--- src/rtl/pio_remap_pkg.sv ---
package pio_remap_pkg;

  typedef struct packed {
    logic accept;   // access taken this cycle
    logic legal;    // byte count is 1, 2 or 4
    logic rdDone;   // outstanding read data arrives this cycle
  } remapStrobes_t;

  function automatic logic sizeLegal(input logic [2:0] sz);
    return (sz == 3'd1) || (sz == 3'd2) || (sz == 3'd4);
  endfunction

endpackage

--- src/rtl/pio_remap_ctrl.sv ---
module pio_remap_ctrl
  import pio_remap_pkg::*;
(
  input  logic          clk,
  input  logic          rstN,
  input  logic          reqValid,
  input  logic          reqWrite,
  input  logic [2:0]    reqSize,
  input  logic          dnRdValid,
  output logic          reqReady,
  output remapStrobes_t strobes,
  output logic          dnStb,
  output logic          rspValid,
  output logic          rspErr
);

  logic busy;
  logic accept;
  logic legal;

  assign reqReady = !busy;
  assign accept   = reqValid && reqReady;
  assign legal    = sizeLegal(reqSize);

  assign strobes.accept = accept;
  assign strobes.legal  = legal;
  assign strobes.rdDone = busy && dnRdValid;

  always_ff @(posedge clk) begin
    if (!rstN) begin
      busy     <= 1'b0;
      dnStb    <= 1'b0;
      rspValid <= 1'b0;
      rspErr   <= 1'b0;
    end else begin
      dnStb    <= accept && legal;
      rspErr   <= accept && !legal;
      rspValid <= (accept && !legal) || (busy && dnRdValid);
      if (accept && legal && !reqWrite)
        busy <= 1'b1;
      else if (busy && dnRdValid)
        busy <= 1'b0;
    end
  end


  no_err_with_stb_chk: assert property (@(posedge clk) disable iff (!rstN)
    !(dnStb && rspErr));


  rsp_after_data_chk: assert property (@(posedge clk) disable iff (!rstN)
    (rspValid && !rspErr) |-> $past(dnRdValid));


  err_has_valid_chk: assert property (@(posedge clk) disable iff (!rstN)
    rspErr |-> rspValid);

endmodule

--- src/rtl/pio_remap_dpath.sv ---
module pio_remap_dpath
  import pio_remap_pkg::*;
#(
  parameter int          WIN_AW      = 23,
  parameter int          DN_AW       = 32,
  parameter int          DATA_W      = 32,
  parameter int          PAGE_SHIFT  = 12,
  parameter int          LOW_BITS    = 5,
  parameter int          LINEAR_BITS = 16,
  parameter logic [31:0] IO_BASE     = 32'h8000_0000
) (
  input  logic                clk,
  input  logic                rstN,
  input  remapStrobes_t       strobes,
  input  logic                modeSel,
  input  logic                reqWrite,
  input  logic [WIN_AW-1:0]   reqAddr,
  input  logic [2:0]          reqSize,
  input  logic [DATA_W-1:0]   reqWData,
  input  logic [DATA_W-1:0]   dnRData,
  input  logic                dnStb,
  output logic                dnWe,
  output logic [DN_AW-1:0]    dnAddr,
  output logic [DATA_W/8-1:0] dnBe,
  output logic [DATA_W-1:0]   dnWData,
  output logic [DATA_W-1:0]   rspData
);

  localparam int LANES  = DATA_W / 8;
  localparam int PAGE_W = WIN_AW - PAGE_SHIFT;
  localparam int FOLD_W = LOW_BITS + PAGE_W;
  localparam int SPAN_W = (FOLD_W > LINEAR_BITS) ? FOLD_W : LINEAR_BITS;

  logic [DN_AW-1:0]  foldedAddr;
  logic [LANES-1:0]  laneEn;
  logic [LANES-1:0]  heldEn;
  logic [DATA_W-1:0] wLanes;
  logic [DATA_W-1:0] rLanes;

  // address fold: linear cut or page compression
  always_comb begin
    foldedAddr = '0;
    if (modeSel) begin
      foldedAddr[LOW_BITS-1:0]       = reqAddr[LOW_BITS-1:0];
      foldedAddr[LOW_BITS +: PAGE_W] = reqAddr[WIN_AW-1:PAGE_SHIFT];
    end else begin
      foldedAddr[LINEAR_BITS-1:0] = reqAddr[LINEAR_BITS-1:0];
    end
  end

  // per-lane enables and data steering
  for (genvar g = 0; g < LANES; g++) begin : gLane
    assign laneEn[g]          = (3'(g) < reqSize);
    assign wLanes[8*g +: 8]   = laneEn[g] ? reqWData[8*g +: 8] : 8'h00;
    assign rLanes[8*g +: 8]   = heldEn[g] ? dnRData[8*g +: 8] : 8'h00;
  end

  always_ff @(posedge clk) begin
    if (!rstN) begin
      dnWe    <= 1'b0;
      dnAddr  <= '0;
      dnBe    <= '0;
      dnWData <= '0;
      heldEn  <= '0;
      rspData <= '0;
    end else begin
      if (strobes.accept && strobes.legal) begin
        dnWe    <= reqWrite;
        dnAddr  <= IO_BASE + foldedAddr;
        dnBe    <= laneEn;
        dnWData <= reqWrite ? wLanes : '0;
        heldEn  <= laneEn;
      end
      if (strobes.accept && !strobes.legal)
        rspData <= '0;
      else if (strobes.rdDone)
        rspData <= rLanes;
    end
  end


  addr_in_window_chk: assert property (@(posedge clk) disable iff (!rstN)
    dnStb |-> ((dnAddr - IO_BASE) < (DN_AW'(1) << SPAN_W)));


  be_low_lanes_chk: assert property (@(posedge clk) disable iff (!rstN)
    dnStb |-> ((dnBe != '0) && ((dnBe & (dnBe + 1'b1)) == '0)));

endmodule

--- src/rtl/pio_window_remap.sv ---
module pio_window_remap
  import pio_remap_pkg::*;
#(
  parameter int          WIN_AW      = 23,
  parameter int          DN_AW       = 32,
  parameter int          DATA_W      = 32,
  parameter int          PAGE_SHIFT  = 12,
  parameter int          LOW_BITS    = 5,
  parameter int          LINEAR_BITS = 16,
  parameter logic [31:0] IO_BASE     = 32'h8000_0000
) (
  input  logic                clk,
  input  logic                rstN,
  input  logic                modeSel,
  input  logic                reqValid,
  output logic                reqReady,
  input  logic                reqWrite,
  input  logic [WIN_AW-1:0]   reqAddr,
  input  logic [2:0]          reqSize,
  input  logic [DATA_W-1:0]   reqWData,
  output logic                rspValid,
  output logic                rspErr,
  output logic [DATA_W-1:0]   rspData,
  output logic                dnStb,
  output logic                dnWe,
  output logic [DN_AW-1:0]    dnAddr,
  output logic [DATA_W/8-1:0] dnBe,
  output logic [DATA_W-1:0]   dnWData,
  input  logic                dnRdValid,
  input  logic [DATA_W-1:0]   dnRData
);

  remapStrobes_t strobes;

  pio_remap_ctrl u_ctrl (
    .clk       (clk),
    .rstN      (rstN),
    .reqValid  (reqValid),
    .reqWrite  (reqWrite),
    .reqSize   (reqSize),
    .dnRdValid (dnRdValid),
    .reqReady  (reqReady),
    .strobes   (strobes),
    .dnStb     (dnStb),
    .rspValid  (rspValid),
    .rspErr    (rspErr)
  );

  pio_remap_dpath #(
    .WIN_AW      (WIN_AW),
    .DN_AW       (DN_AW),
    .DATA_W      (DATA_W),
    .PAGE_SHIFT  (PAGE_SHIFT),
    .LOW_BITS    (LOW_BITS),
    .LINEAR_BITS (LINEAR_BITS),
    .IO_BASE     (IO_BASE)
  ) u_dpath (
    .clk      (clk),
    .rstN     (rstN),
    .strobes  (strobes),
    .modeSel  (modeSel),
    .reqWrite (reqWrite),
    .reqAddr  (reqAddr),
    .reqSize  (reqSize),
    .reqWData (reqWData),
    .dnRData  (dnRData),
    .dnStb    (dnStb),
    .dnWe     (dnWe),
    .dnAddr   (dnAddr),
    .dnBe     (dnBe),
    .dnWData  (dnWData),
    .rspData  (rspData)
  );


  read_blocks_chk: assert property (@(posedge clk) disable iff (!rstN)
    (dnStb && !dnWe) |-> !reqReady);

endmodule

--- config.mk ---
export PLATFORM = sky130hd
export DESIGN_NAME = pio_window_remap
export DESIGN_NICKNAME = d
export VERILOG_FILES = /design/src/rtl/pio_remap_pkg.sv /design/src/rtl/pio_remap_ctrl.sv /design/src/rtl/pio_remap_dpath.sv /design/src/rtl/pio_window_remap.sv
export SDC_FILE = /design/constraint.sdc
export NUM_CORES = 1
export LEC_CHECK = 0
export CAP_MARGIN = 15
export CORE_MARGIN = 1.5
export CORE_UTILIZATION = 45
export DETAILED_ROUTE_END_ITERATION = 10
export PLACE_DENSITY = 0.87
export SLEW_MARGIN = 0
export SYNTH_ARGS = -nofsm -noshare
export SYNTH_HDL_FRONTEND = slang
export SYNTH_SLANG_ARGS = --single-unit
--- constraint.sdc ---
create_clock -name clk -period 3.25 [get_ports clk]
set_input_delay 0.65 -clock clk [delete_from_list [all_inputs] [get_ports clk]]
set_output_delay 0.65 -clock clk [all_outputs]
set_load 0.01 [all_outputs]
==> After elaboration in Yosys (flattened, before gate mapping) <==
Cells that the tools add are included.
{ "classes": {"eq_ne": 3, "n_addsub": 1, "n_reduce_logical": 13, "n_mux": 12, "bitwise_logic": 1, "magnitude_cmp": 4, "div": 0, "n_shift": 0, "multipliers": 0} }
{ "ops": {"columns": ["operator", "count"], "rows": [
  ["8-bit 2-to-1 mux", 8],
  ["32-bit by 16-bit adder with 32-bit output (first input constant)", 1],
  ["32-bit 2-to-1 mux", 1],
  ["16-bit 2-to-1 mux", 1],
  ["1-bit by 3-bit < comparator with 1-bit output (first input constant)", 2],
  ["2-bit by 3-bit < comparator with 1-bit output (first input constant)", 2],
  ["1-bit logical AND", 5],
  ["3-bit by 1-bit == test with 1-bit output (second input constant)", 1],
  ["3-bit by 2-bit == test with 1-bit output (second input constant)", 1],
  ["3-bit == test (second input constant)", 1],
  ["1-bit zero test", 3],
  ["1-bit logical OR", 3],
  ["1-bit 2-to-1 mux", 2],
  ["2-bit nonzero test", 1],
  ["2-bit OR reduction", 1],
  ["1-bit inverter", 1]
]} }
{ "word_totals": {"romBits": 0, "ram_bits": 0, "latchBits": 0, "input_bits": 96, "elab_cells": 43, "memories": 0, "reg_bits": 105, "output_inout_bits": 105} }

==> Depth between registers and ports, before layout <==
Gate-level depths: netlist of run 1.
{ "depth": {"depth_word": 6, "ltp_mapped": 7} }

==> By module <==
A second synthesis of run 1 with hierarchy kept.
{ "unflattened": {"cells_unflattened": 403, "area_unflattened_um2": 3696.0} }
{ "by_module_without_submodules": {"columns": ["mod", "seq_area_each_um2", "instances", "area_per_inst_um2", "cells_each"], "rows": [
  ["pio_remap_dpath", 1721.7, 1, 3489.6, 381],
  ["pio_remap_ctrl", 80.1, 1, 206.4, 22]
]} }

==> Worst setup path after synthesis of run 1 <==
Ideal clock, no wire load.
{ "synth_path": {"path_type": "input port to flip-flop", "startpoint": "input port reqSize[0]", "endpoint": "register u_dpath.dnWData[0]", "arrival_ns": 1.911, "n_path_buf": 3, "required_ns": 3.178, "slack_ns": 1.267, "path_stages": 6, "path_cell_list": "buf_2 or3b_1 buf_6 o22ai_4 buf_12 mux2i_1"} }
{ "synth_between": {"elab_chain_cells": 4} }
{ "synth_lines": {"columns": ["element", "line", "text"], "rows": [
  ["from (decl)", "pio_window_remap.sv:19", "input logic [2:0] reqSize,"],
  ["branches (longest 4 deep; another with 1-bit by 3-bit < comparator with 1-bit output)", null, null],
  ["to (signal assigned)", "pio_remap_dpath.sv:71", "dnWData <= reqWrite ? wLanes : '0;"],
  ["to (decl)", "pio_remap_dpath.sv:25", "output logic [DATA_W-1:0] dnWData,"]
]} }
Parallel ways; which one is timed is not known.
A chain may end at the register's enable or synchronous reset.

==> Worst setup path after layout of run 1 <==
{ "layout_path": {"startpoint": "input port reqSize[2]", "endpoint": "register u_dpath.dnWData[1]"} }
Same word-level chain as after synthesis.

==> results.txt, run 1 <==
----------------------------------------------------
[Routing]
  Antenna Nets Post-Route ... 0
  Starting DRT DRC Count ... 162
  Wire length on met3 ... approximately 700 um
  Final WL ... roughly 12,000 um
  Wire length on met2 ... about 5800 um
  DRC errors left ... 0
  Total iterations of the first detailed-routing run ... 4
  Wire length the detailed router placed on met1 ... ~4700 um
  Routed wirelength normalized by instance count ... 15.9 um
  Vias post-DR ... 3,905
  Highest routed layer ... met4
  Vias per inst ... 5.32

[Timing]
  Count of final hold-check violations ... 0
  Maximum clock frequency ... approximately 430 MHz
  Actual slew at the worst max-slew pin ... between 1 and 1.5 ns
  Setup repair after global routing missed its margin ... false
  Skew final ... between 0.015 and 0.02 ns
  Count of final setup violators ... 0
  Post-Route Setup TNS ... 0 ns
  Pins over their slew limit ... 0
  Final worst path period need ... between 2 and 2.5 ns
  Final period util ... between 70% and 80%
  Max transition margin ... 29.9%

[Layout]
  Proportion of layout cells with a drive suffix above 1 ... between 10 and 15%
  Fin area ... 0.00627 mm2
  Final nets ... 696
  Final core utilization ... about two thirds
  Number of antenna repair diodes ... 0
  Area grow syn2layout ... 46.4%
  # fillers ... 736

[Die]
  Die H ... approximately 100 um
  Die width ... 101 um
  Area of the die ... just over 0.01 mm2
  Core area ... 0.00924 mm2
  Top-level I/O count ... about 200
  Effective utilization at floorplan ... 46.4%
  Count of standard-cell rows ... 35

[Clocking]
  Quantity of hold-fixing buffers added after cts ... 0
  TritonCTS clock tree ... yes
  # clock sinks ... 90
  H-Tree Level Count ... 3
  Number of cells upsized or downsized after cts ... 0
  Worst-Skew Late Latency ... 0.36 ns
  Clk pin slew, worst setup/hold paths ... ~0.070 ns
  Clock buffer count from CTS ... 9
  Cell at the root of the clock tree ... sky130_fd_sc_hd__clkbuf_8
  Post-CTS setup buffers ... 0
  Buffer levels on the longest clock path ... 2

[Synth]
  Syn Area/Cell ... between 9 and 10 um2
  Compound-cell area share of the yosys netlist ... between 10 and 15%
  Share of the synthesized netlist area taken by xor and xnor gates ... less than 1%
  FF+latch count, synth ... 90
  Synth Flop Type ... sky130_fd_sc_hd__dfxtp_1
  Yosys warns ... 0
  Fraction of the yosys area taken by sequential cells ... approximately 42%
  Top-area cell type share of the netlist area ... 42.1%
  Post-synth design cell area ... 0.00428 mm2
  Post-Syn Instances ... 440
  Share of synthesized cell area in full adder, half adder and majority cells ... 0%
  Async set-or-reset flop fraction in the synthesized netlist ... 0%
  Distinct cell type count after synthesis ... 35
  Post-synthesis share of cell area spent on and, or, nand and nor gates ... between 20% and 30%
  Dominant cells by area after synthesis ... sky130_fd_sc_hd__dfxtp_1, sky130_fd_sc_hd__nor3b_2, sky130_fd_sc_hd__and4_1
  Number of flops mapped to enable cells by yosys ... 0
  Dominant combinational cell family by area after synthesis ... simple AND/OR/NAND/NOR gates
  Dominant cell type by area after synthesis ... sky130_fd_sc_hd__dfxtp_1
  Share of cell area taken by muxes after synthesis ... 8.73%

[Status]
  Run status ... complete, no violations

[Setup path]
  Required time of the critical path ... ~3.5 ns
  Crit path arrival time ... 2.60 ns
  Start-to-end type of the worst setup path ... primary input to flop
  Critical path launch point type ... primary input
  Endpoint type of the worst setup path ... flop
  CP Max Fanout ... 25

[Place]
  Last weighted congestion value of the routability-driven placer ... between 0.7 and 0.8
  Placed wire-length estimate after detailed placement ... between 8000 and 9000 um
  Placed cell area ... roughly 0.0061 mm2
  Port-buffer cells ... roughly 190

[Power and ir drop]
  Leakage power total ... 0.00224 uW
  Worst voltage drop across the vdd grid ... 0.167 mV
  PD cells ... ~370 mW/mm2

[GRT]
  GRT Total Usage ... approximately 23%
  Total grt overflow ... 0
  Global-route wire length before repair ... around 19,000 um
  Antenna violations before repair ... 0
  Maximum number of pins on one net before global-route repair ... ~130
  Vias in the first global route ... 3,826

[Min path]
  Worst min-delay path class ... flop to flop

[Job]
  Max-cap violations ... 0

----------------------------------------------------
## kinds of logic after synthesis
kind of cell    count (synthesis)
other cells                     1
xor+xnor                        2
compound gates                 89
mux                            36
flops                          90
simple gates                  159
buf+inv                        63
## synth_stat cells (2+ instances only)
cell type and number:
sky130_fd_sc_hd__a21boi_0 19, sky130_fd_sc_hd__a21oi_1 33, sky130_fd_sc_hd__and2_1 2, sky130_fd_sc_hd__and4_1 32, sky130_fd_sc_hd__buf_2 5, sky130_fd_sc_hd__buf_4 16, sky130_fd_sc_hd__buf_6 8, sky130_fd_sc_hd__clkbuf_1 31
sky130_fd_sc_hd__dfxtp_1 90, sky130_fd_sc_hd__inv_1 2, sky130_fd_sc_hd__mux2_2 11, sky130_fd_sc_hd__mux2i_1 25, sky130_fd_sc_hd__nand2_1 59, sky130_fd_sc_hd__nand2b_1 2, sky130_fd_sc_hd__nand3_1 24, sky130_fd_sc_hd__nand3b_1 2
sky130_fd_sc_hd__nor3b_1 2, sky130_fd_sc_hd__nor3b_2 31, sky130_fd_sc_hd__o21a_1 3, sky130_fd_sc_hd__o21ai_0 5, sky130_fd_sc_hd__o221ai_1 16, sky130_fd_sc_hd__o22ai_1 8, sky130_fd_sc_hd__or3b_1 2
## layout make-up
| cell class | instances | area [um2] | share of cell area [%] |
|---|---|---|---|
| Multi-Input combinational cell | 301 | 2160 | 34.5 |
| Timing Repair Buffer | 196 | 1940 | 31.0 |
| Sequential cell | 90 | 1800 | 28.7 |
| Tap cell | 129 | 161 | 2.57 |
| Clock buffer | 12 | 145 | 2.31 |
| Clock inverter | 4 | 51.3 | 0.818 |
| Inverter | 2 | 7.51 | 0.120 |
## cells in the final DEF (no fill, tap or decap), types with 2 or more instances in the layout
master	count
sky130_fd_sc_hd__a21boi_0	19
sky130_fd_sc_hd__a21oi_1	33
sky130_fd_sc_hd__and2_1	2
sky130_fd_sc_hd__and4_1	32
sky130_fd_sc_hd__buf_4	11
sky130_fd_sc_hd__clkbuf_1	2
sky130_fd_sc_hd__clkbuf_8	10
sky130_fd_sc_hd__clkdlybuf4s50_1	184
sky130_fd_sc_hd__conb_1	15
sky130_fd_sc_hd__dfxtp_1	90
sky130_fd_sc_hd__inv_1	2
sky130_fd_sc_hd__mux2_2	11
sky130_fd_sc_hd__mux2i_1	25
sky130_fd_sc_hd__nand2_1	59
sky130_fd_sc_hd__nand2b_1	2
sky130_fd_sc_hd__nand3_1	24
sky130_fd_sc_hd__nand3b_1	2
sky130_fd_sc_hd__nor3b_1	2
sky130_fd_sc_hd__nor3b_2	31
sky130_fd_sc_hd__o21a_1	3
sky130_fd_sc_hd__o21ai_0	5
sky130_fd_sc_hd__o221ai_1	16
sky130_fd_sc_hd__o22ai_1	8
sky130_fd_sc_hd__or3b_1	2
## power breakdown
part	internal (uW)	leakage, uW	total [uW]	switching (uW)
registers	1130	0.000729	1150	20.8
logic	215	0.00141	387	172
clock network	378	0.0000966	767	389
total	1720	0.00224	2300	582
## sequential cells by signal, indices dropped and copies added, names as in the netlist
signal and count:
u_ctrl.rspValid 1, u_dpath.dnWe 1, u_ctrl.busy 1, u_dpath.dnWData 32
u_dpath.heldEn 4, u_dpath.dnAddr 17, u_ctrl.rspErr 1, u_ctrl.dnStb 1
u_dpath.rspData 32
## per-layer routing
metal  vias up  global-route usage, %
met1      1822                   27.2
met5         -                      0
met4         0                   13.7
met3        39                   4.37
li1       1878                      -
met2       166                   38.9
## critical path, cell delays in order
cell	delay, ns
sky130_fd_sc_hd__clkdlybuf4s50_1	0.55
sky130_fd_sc_hd__or3b_1	0.46
sky130_fd_sc_hd__buf_4	0.22
sky130_fd_sc_hd__o22ai_4	0.11
sky130_fd_sc_hd__buf_4	0.35
sky130_fd_sc_hd__mux2i_1	0.24
## through the flow
step                std cells  setup slack, ns  total power [uW]  hold WS, ns
detailed placement        718            0.575              1560        0.448
CTS                       734            0.917              2320        0.458
global placement          718            0.698              1550        0.441
global route              734            0.830              2400        0.480
finish                    734            0.917              2300        0.458
floorplan                 454             1.27              1380        0.479
## final timing paths
kind / endpoint / from / slack [ns] / depth (start not counted)
max: u_dpath.dnWData[1] / reqSize[2] / 0.92 / 6
min: u_dpath.dnWData[0] / u_dpath.dnWData[0] / 0.46 / 2
max reg2reg: u_dpath.dnWData[1] / u_ctrl.busy / 1.49 / 5
min reg2reg: u_dpath.dnWData[0] / u_dpath.dnWData[0] / 0.46 / 2
No activity file was read; power rests on OpenSTA's default activity.
==> run 2, diff against run 1 <==
--- a/config.mk
+++ b/config.mk
@@ -7,9 +7,9 @@
 export LEC_CHECK = 0
 export CAP_MARGIN = 15
 export CORE_MARGIN = 1.5
-export CORE_UTILIZATION = 45
+export CORE_UTILIZATION = 41
 export DETAILED_ROUTE_END_ITERATION = 10
-export PLACE_DENSITY = 0.87
+export PLACE_DENSITY = 0.8
 export SLEW_MARGIN = 0
 export SYNTH_ARGS = -nofsm -noshare
 export SYNTH_HDL_FRONTEND = slang
==> constraint.sdc (replaced) <==
create_clock -name clk -period 2.4 [get_ports clk]
set_input_delay 0.48 -clock clk [delete_from_list [all_inputs] [get_ports clk]]
set_output_delay 0.48 -clock clk [all_outputs]
set_load 0.01 [all_outputs]
==> run 2 against run 1 <==
First-iteration DRC count rose by 42%. Global-route usage fell by 1.8 points. Via count rose by 0.49%. Non-clock buffer count up 6. Die area is 9.5% higher. Cell count increased by 1.1%. Register-to-register slack worse by 1.1 ns. Critical endpoint is now reqReady. Highest routed layer unchanged.
==> results.txt, run 2 (synthesis gave the netlist of run 1 again) <==
----------------------------------------------------
[Clocking]
  H-Tree Level Count ... 3
  Number of cells upsized or downsized after cts ... 0
  Clock buffer count from CTS ... 9
  # clock sinks ... 90
  Quantity of hold-fixing buffers added after cts ... 0
  Clk pin slew, worst setup/hold paths ... 0.08 ns
  Post-CTS setup buffers ... 0
  Buffer levels on the longest clock path ... 2
  TritonCTS clock tree ... yes
  Worst-Skew Late Latency ... 0.34 ns
  Cell at the root of the clock tree ... sky130_fd_sc_hd__clkbuf_8

[GRT]
  GRT Total Usage ... between 20% and 30%
  Total grt overflow ... 0
  Antenna violations before repair ... 0
  Maximum number of pins on one net before global-route repair ... 62
  Gr busiest metal ... met2
  Vias in the first global route ... roughly 4k
  GRT met3 Usage ... approximately 4.6%
  Met2 usage ... between 30% and 40%
  Global-route wire length before repair ... between 15,000 and 20,000 um
  Met1 usage ... roughly a quarter

[Timing]
  Final worst path period need ... 2.04 ns
  Pins over their slew limit ... 0
  Actual slew at the worst max-slew pin ... around 0.88 ns
  Setup repair after global routing missed its margin ... false
  Final period util ... 85.0%
  Count of final setup violators ... 0
  Setup ws final ... 0.360 ns
  Skew final ... a little under 0.008 ns
  Post-Route Setup TNS ... 0 ns
  Max transition margin ... 41.5%
  Min Hold Slack ... 0.456 ns
  Maximum clock frequency ... ~490 MHz
  Count of final hold-check violations ... 0

[Setup path]
  Crit path arrival time ... about 1.6 ns
  Critical path launch point type ... flop
  Endpoint type of the worst setup path ... output port
  Start-to-end type of the worst setup path ... flop to output port
  Cell depth of the worst flop-to-flop path ... 3
  CP Max Fanout ... 17
  Worst R2R Setup Slack ... approximately 0.42 ns
  Destination of the worst register-to-register timing path ... u_dpath.dnAddr[10]
  Required time of the critical path ... approximately 1.9 ns
  Worst flop-to-flop path startpoint ... u_ctrl.busy

[Min path]
  Worst min-delay path class ... flop to flop
  Endpoint of the worst hold path ... u_dpath.dnWData[2]
  Hold path startpoint ... u_dpath.dnWData[2]
  Hold path cells ... 2

[Power and ir drop]
  Post-route total power ... 3060 uW
  PD cells ... roughly 480 mW/mm2
  Worst voltage drop across the vdd grid ... 0.219 mV
  Leakage power total ... roughly 0.0023 uW

[Place]
  Port-buffer cells ... between 150 and 200
  Setup WS pre-CTS ... around 0.0060 ns
  Placed wire-length estimate after detailed placement ... 8520 um
  Last weighted congestion value of the routability-driven placer ... approximately 0.76

[Layout]
  Proportion of layout cells with a drive suffix above 1 ... between 10% and 20%
  Final core utilization ... slightly above 60%
  Area grow syn2layout ... 47.9%
  Number of antenna repair diodes ... 0
  Commonest non-fill, non-tap cells in the layout ... sky130_fd_sc_hd__clkdlybuf4s50_1, sky130_fd_sc_hd__dfxtp_1, sky130_fd_sc_hd__nand2_1
  Most common cell after layout, fill and taps aside ... sky130_fd_sc_hd__clkdlybuf4s50_1
  Final nets ... ~700
  Largest registers ... u_dpath.dnWData (32), u_dpath.rspData (32), u_dpath.dnAddr (17)

[Die]
  Count of standard-cell rows ... 37
  Die width ... 105 um
  Die H ... around 110 um
  Effective utilization at floorplan ... approximately two fifths
  Core area ... about 0.01 mm2
  Area of the die ... roughly 0.011 mm2
  Top-level I/O count ... roughly 200

[Routing]
  DRC errors left ... 0
  Vias post-DR ... around 4k
  Final WL ... roughly 12,000 um
  Vias per inst ... approximately 5.3
  Antenna Nets Post-Route ... 0
  Routed wirelength normalized by instance count ... approximately 16 um
  Starting DRT DRC Count ... 230
  Total iterations of the first detailed-routing run ... 4

[Job]
  Max-cap violations ... 0

[Status]
  Run status ... complete, no violations

----------------------------------------------------
-- run 2: cell types whose count changed in the layout (fill, tap and decap cells not counted) --
cell,change
sky130_fd_sc_hd__buf_12,+3
sky130_fd_sc_hd__clkinv_2,-1
sky130_fd_sc_hd__o211a_2,+1
sky130_fd_sc_hd__buf_4,+3
sky130_fd_sc_hd__o211a_1,-1
sky130_fd_sc_hd__clkinv_4,-1
sky130_fd_sc_hd__clkbuf_1,-2
sky130_fd_sc_hd__clkinvlp_4,-1
-- run 2: worst max-delay path by stage --
| stage | startpoint | to | slack, ns | depth (start not counted) |
|---|---|---|---|---|
| 6_report | u_ctrl.busy | reqReady | 0.36 | 2 |
| 5_1_grt | reqSize[0] | u_ctrl.busy | 0.27 | 4 |
| 4_1_cts | u_ctrl.busy | reqReady | 0.33 | 2 |
| 3_5_place_dp | reqSize[0] | u_dpath.dnAddr[10] | 0.006 | 4 |
| 3_3_place_gp | reqSize[0] | u_ctrl.busy | 0.1 | 4 |
| 2_1_floorplan | reqSize[0] | u_dpath.dnWData[0] | 0.59 | 6 |
-- run 2: area by class of cell --
type                       instances  area, um2
multi-input combinational        301       2160
timing repair buffer             202       2030
sequential                        90       1800
inverter                           2       7.51
tap                              136        170
fill                             887       3890
clock buffer                      10        138
clock inverter                     1       30.0
-- run 2: stage by stage --
stage	cell area [um2]	instances
finish	6340	742
detailed placement	6170	731
floorplan	4340	454
CTS	6340	742
global route	6340	742
global placement	6170	731
-- run 2: report_power, final --
part	internal (uW)	switching, uW
logic	303	240
registers	1530	27.8
clock network	482	480
-- run 2: worst max-delay path: stages (launching register included) --
cell and delay, ns:
sky130_fd_sc_hd__dfxtp_1 0.65, sky130_fd_sc_hd__inv_1 0.08, sky130_fd_sc_hd__clkdlybuf4s50_1 0.49
-- run 2: layer usage --
layer / part of all wire [%] / up-vias / wire, um
li1: - / 1878 / -
met1: 42 / 1858 / 5010
met2: 49 / 163 / 5890
met3: 6.0 / 25 / 720
met4: 2.7 / 0 / 327
met5: 0 / - / 0
==> run 3, diff against run 2 <==
--- a/config.mk
+++ b/config.mk
@@ -10,6 +10,7 @@
 export CORE_UTILIZATION = 41
 export DETAILED_ROUTE_END_ITERATION = 10
 export PLACE_DENSITY = 0.8
+export RECOVER_POWER = 50
 export SLEW_MARGIN = 0
 export SYNTH_ARGS = -nofsm -noshare
 export SYNTH_HDL_FRONTEND = slang
==> constraint.sdc (replaced) <==
create_clock -name clk -period 2 [get_ports clk]
set_input_delay 0.4 -clock clk [delete_from_list [all_inputs] [get_ports clk]]
set_output_delay 0.4 -clock clk [all_outputs]
set_load 0.01 [all_outputs]
==> run 3 against run 2 <==
Via count increased by 0.71%. First-iteration DRC count increased by 12%. Power increased by 31%. Sequential power increased by 19%. Routed wire length about the same. Clock skew increased by 0.00062 ns. Worst setup slack got worse by 0.23 ns. Register-to-register slack about the same. Worst hold slack about the same. Clock-buffer cell count increased by 1. Critical endpoint unchanged.
==> results.txt, run 3 (synthesis gave the netlist of run 1 again) <==
----------------------------------------------------
[Status]
  Run status ... complete, no violations

[Die]
  Count of standard-cell rows ... 37
  Core area ... between 0.01 and 0.015 mm2
  Die H ... between 100 and 150 um
  Die width ... approximately 110 um
  Area of the die ... 0.0111 mm2
  Effective utilization at floorplan ... 41.9%
  Top-level I/O count ... 201

[Clocking]
  Number of cells upsized or downsized after cts ... 0
  Buffer levels on the longest clock path ... 2
  Clk pin slew, worst setup/hold paths ... ~0.080 ns
  Worst-Skew Late Latency ... 0.36 ns
  # clock sinks ... 90
  H-Tree Level Count ... 3
  Clock buffer count from CTS ... 9
  Post-CTS setup buffers ... 0
  Quantity of hold-fixing buffers added after cts ... 0
  Cell at the root of the clock tree ... sky130_fd_sc_hd__clkbuf_8
  TritonCTS clock tree ... yes

[Timing]
  Count of final hold-check violations ... 0
  Final period util ... a little over 90%
  Setup ws final ... about 0.13 ns
  Post-Route Setup TNS ... 0 ns
  Actual slew at the worst max-slew pin ... about 0.52 ns
  Skew final ... about 0.0085 ns
  Setup repair after global routing missed its margin ... false
  Maximum clock frequency ... 534 MHz
  Max transition margin ... around two thirds
  Pins over their slew limit ... 0
  Count of final setup violators ... 0
  Final worst path period need ... approximately 1.9 ns

[Power and ir drop]
  Internal cell power ... 3040 uW
  PD cells ... about 600 mW/mm2
  Switching power of the nets ... 970 uW
  Portion of total power attributed to sequential cells ... a little under half
  Clock power share ... 36.7%
  Leakage power total ... between 0.002 and 0.003 uW
  Worst voltage drop across the vdd grid ... 0.426 mV
  Combinational share of power ... 16.9%
  Switching fraction of total power ... 24.2%

[Place]
  Port-buffer cells ... approximately 190
  Setup WS pre-CTS ... -0.274 ns
  Placed wire-length estimate after detailed placement ... around 8600 um
  Last weighted congestion value of the routability-driven placer ... about 0.74

[Setup path]
  Series of cell instances along the critical path ... buf_4, inv_1, clkdlybuf4s50_1
  Cell with the largest stage delay on the worst path ... sky130_fd_sc_hd__clkdlybuf4s50_1
  Endpoint type of the worst setup path ... output port
  Delay of the slowest critical-path stage ... between 0.5 and 0.6 ns
  CP Max Fanout ... 10
  Top Family by Delay on Critical Path ... buffers and inverters
  Worst path bufs/invs ... 3
  Start-to-end type of the worst setup path ... flop to output port
  Required time of the critical path ... about 1.6 ns
  Crit path arrival time ... 1.47 ns
  Critical path launch point type ... flop

[Routing]
  Antenna Nets Post-Route ... 0
  Total iterations of the first detailed-routing run ... 4
  Starting DRT DRC Count ... ~260
  Vias per inst ... just over 5
  Final WL ... ~12,000 um
  Routed wirelength normalized by instance count ... 15.7 um
  Vias post-DR ... 3,952
  DRC errors left ... 0

[Layout]
  Proportion of layout cells with a drive suffix above 1 ... approximately 15%
  Final core utilization ... 63.9%
  Commonest non-fill, non-tap cells in the layout ... sky130_fd_sc_hd__clkdlybuf4s50_1, sky130_fd_sc_hd__dfxtp_1, sky130_fd_sc_hd__dlygate4sd3_1
  Final nets ... ~720
  Largest registers ... u_dpath.dnWData (32), u_dpath.rspData (32), u_dpath.dnAddr (17)
  Number of antenna repair diodes ... 0
  # fillers ... between 800 and 900
  Most common cell after layout, fill and taps aside ... sky130_fd_sc_hd__clkdlybuf4s50_1
  Area grow syn2layout ... 52.5%

[Job]
  Max-cap violations ... 0

[GRT]
  Total grt overflow ... 0
  Global-route wire length before repair ... 19,100 um
  GRT Total Usage ... 21.5%
  Antenna violations before repair ... 0
  Maximum number of pins on one net before global-route repair ... 49
  Vias in the first global route ... 3,891

[Min path]
  Worst min-delay path class ... flop to flop

----------------------------------------------------
==> run 3: cell types whose count changed in the layout (fill, tap and decap cells not counted), sizes merged <==
cell           delta
clkinvlp          +1
bufinv            +2
clkbuf            +4
buf              +12
clkinv            +1
dlygate4sd3      +81
clkdlybuf4s50    -81
==> run 3: through the flow <==
step	std cells	hold WS (ns)	total power [uW]	area [um2]
floorplan	454	0.479	2240	4340
global placement	746	0.441	2580	6290
detailed placement	746	0.449	2590	6290
CTS	762	0.443	4060	6530
global route	762	0.469	4170	6540
finish	762	0.456	4010	6540
==> run 3: per-layer routing <==
layer | vias up | track usage, % | part of all wire [%] | wire length, um
met2 | 154 | 37.5 | 50 | 5950
met5 | - | 0 | 0 | 0
met3 | 23 | 4.70 | 6.0 | 716
met4 | 0 | 9.30 | 2.5 | 297
met1 | 1851 | 25.3 | 42 | 4980
li1 | 1924 | - | - | -
==> run 3: power by group through the flow <==
stage / Clock, uW / Sequential, uW / Combinational, uW
2_1_floorplan: 0 / 1920 / 315
3_3_place_gp: 0 / 1900 / 676
3_5_place_dp: 0 / 1900 / 685
4_1_cts: 1500 / 1860 / 690
5_1_grt: 1580 / 1870 / 728
6_report: 1470 / 1860 / 678
==> run 3: final cells by class <==
| cell class | instances | area [um2] | share of cell area, % |
|---|---|---|---|
| Clock buffer | 11 | 131 | 2.01 |
| Clock inverter | 5 | 103 | 1.57 |
| Inverter | 2 | 7.51 | 0.115 |
| Multi-Input combinational cell | 301 | 2170 | 33.3 |
| Sequential cell | 90 | 1800 | 27.6 |
| Tap cell | 136 | 170 | 2.60 |
| Timing Repair Buffer | 217 | 2150 | 32.9 |
==> run 3: worst paths after layout <==
check	endpoint	start	slack, ns	cells after the start
worst max register to register	u_dpath.dnWData[7]	u_ctrl.busy	0.42	5
worst min register to register	u_dpath.dnAddr[0]	u_dpath.dnAddr[0]	0.46	2
worst max-delay path	reqReady	u_ctrl.busy	0.13	3
worst min-delay path	u_dpath.dnAddr[0]	u_dpath.dnAddr[0]	0.46	2
==> run 3: tightest hold or removal path: cells and delay by family (launching register included) <==
family	cells	cell delay, ns
flip-flops	1	0.31
AND/OR/NAND/NOR	1	0.05
multiplexers	1	0.05
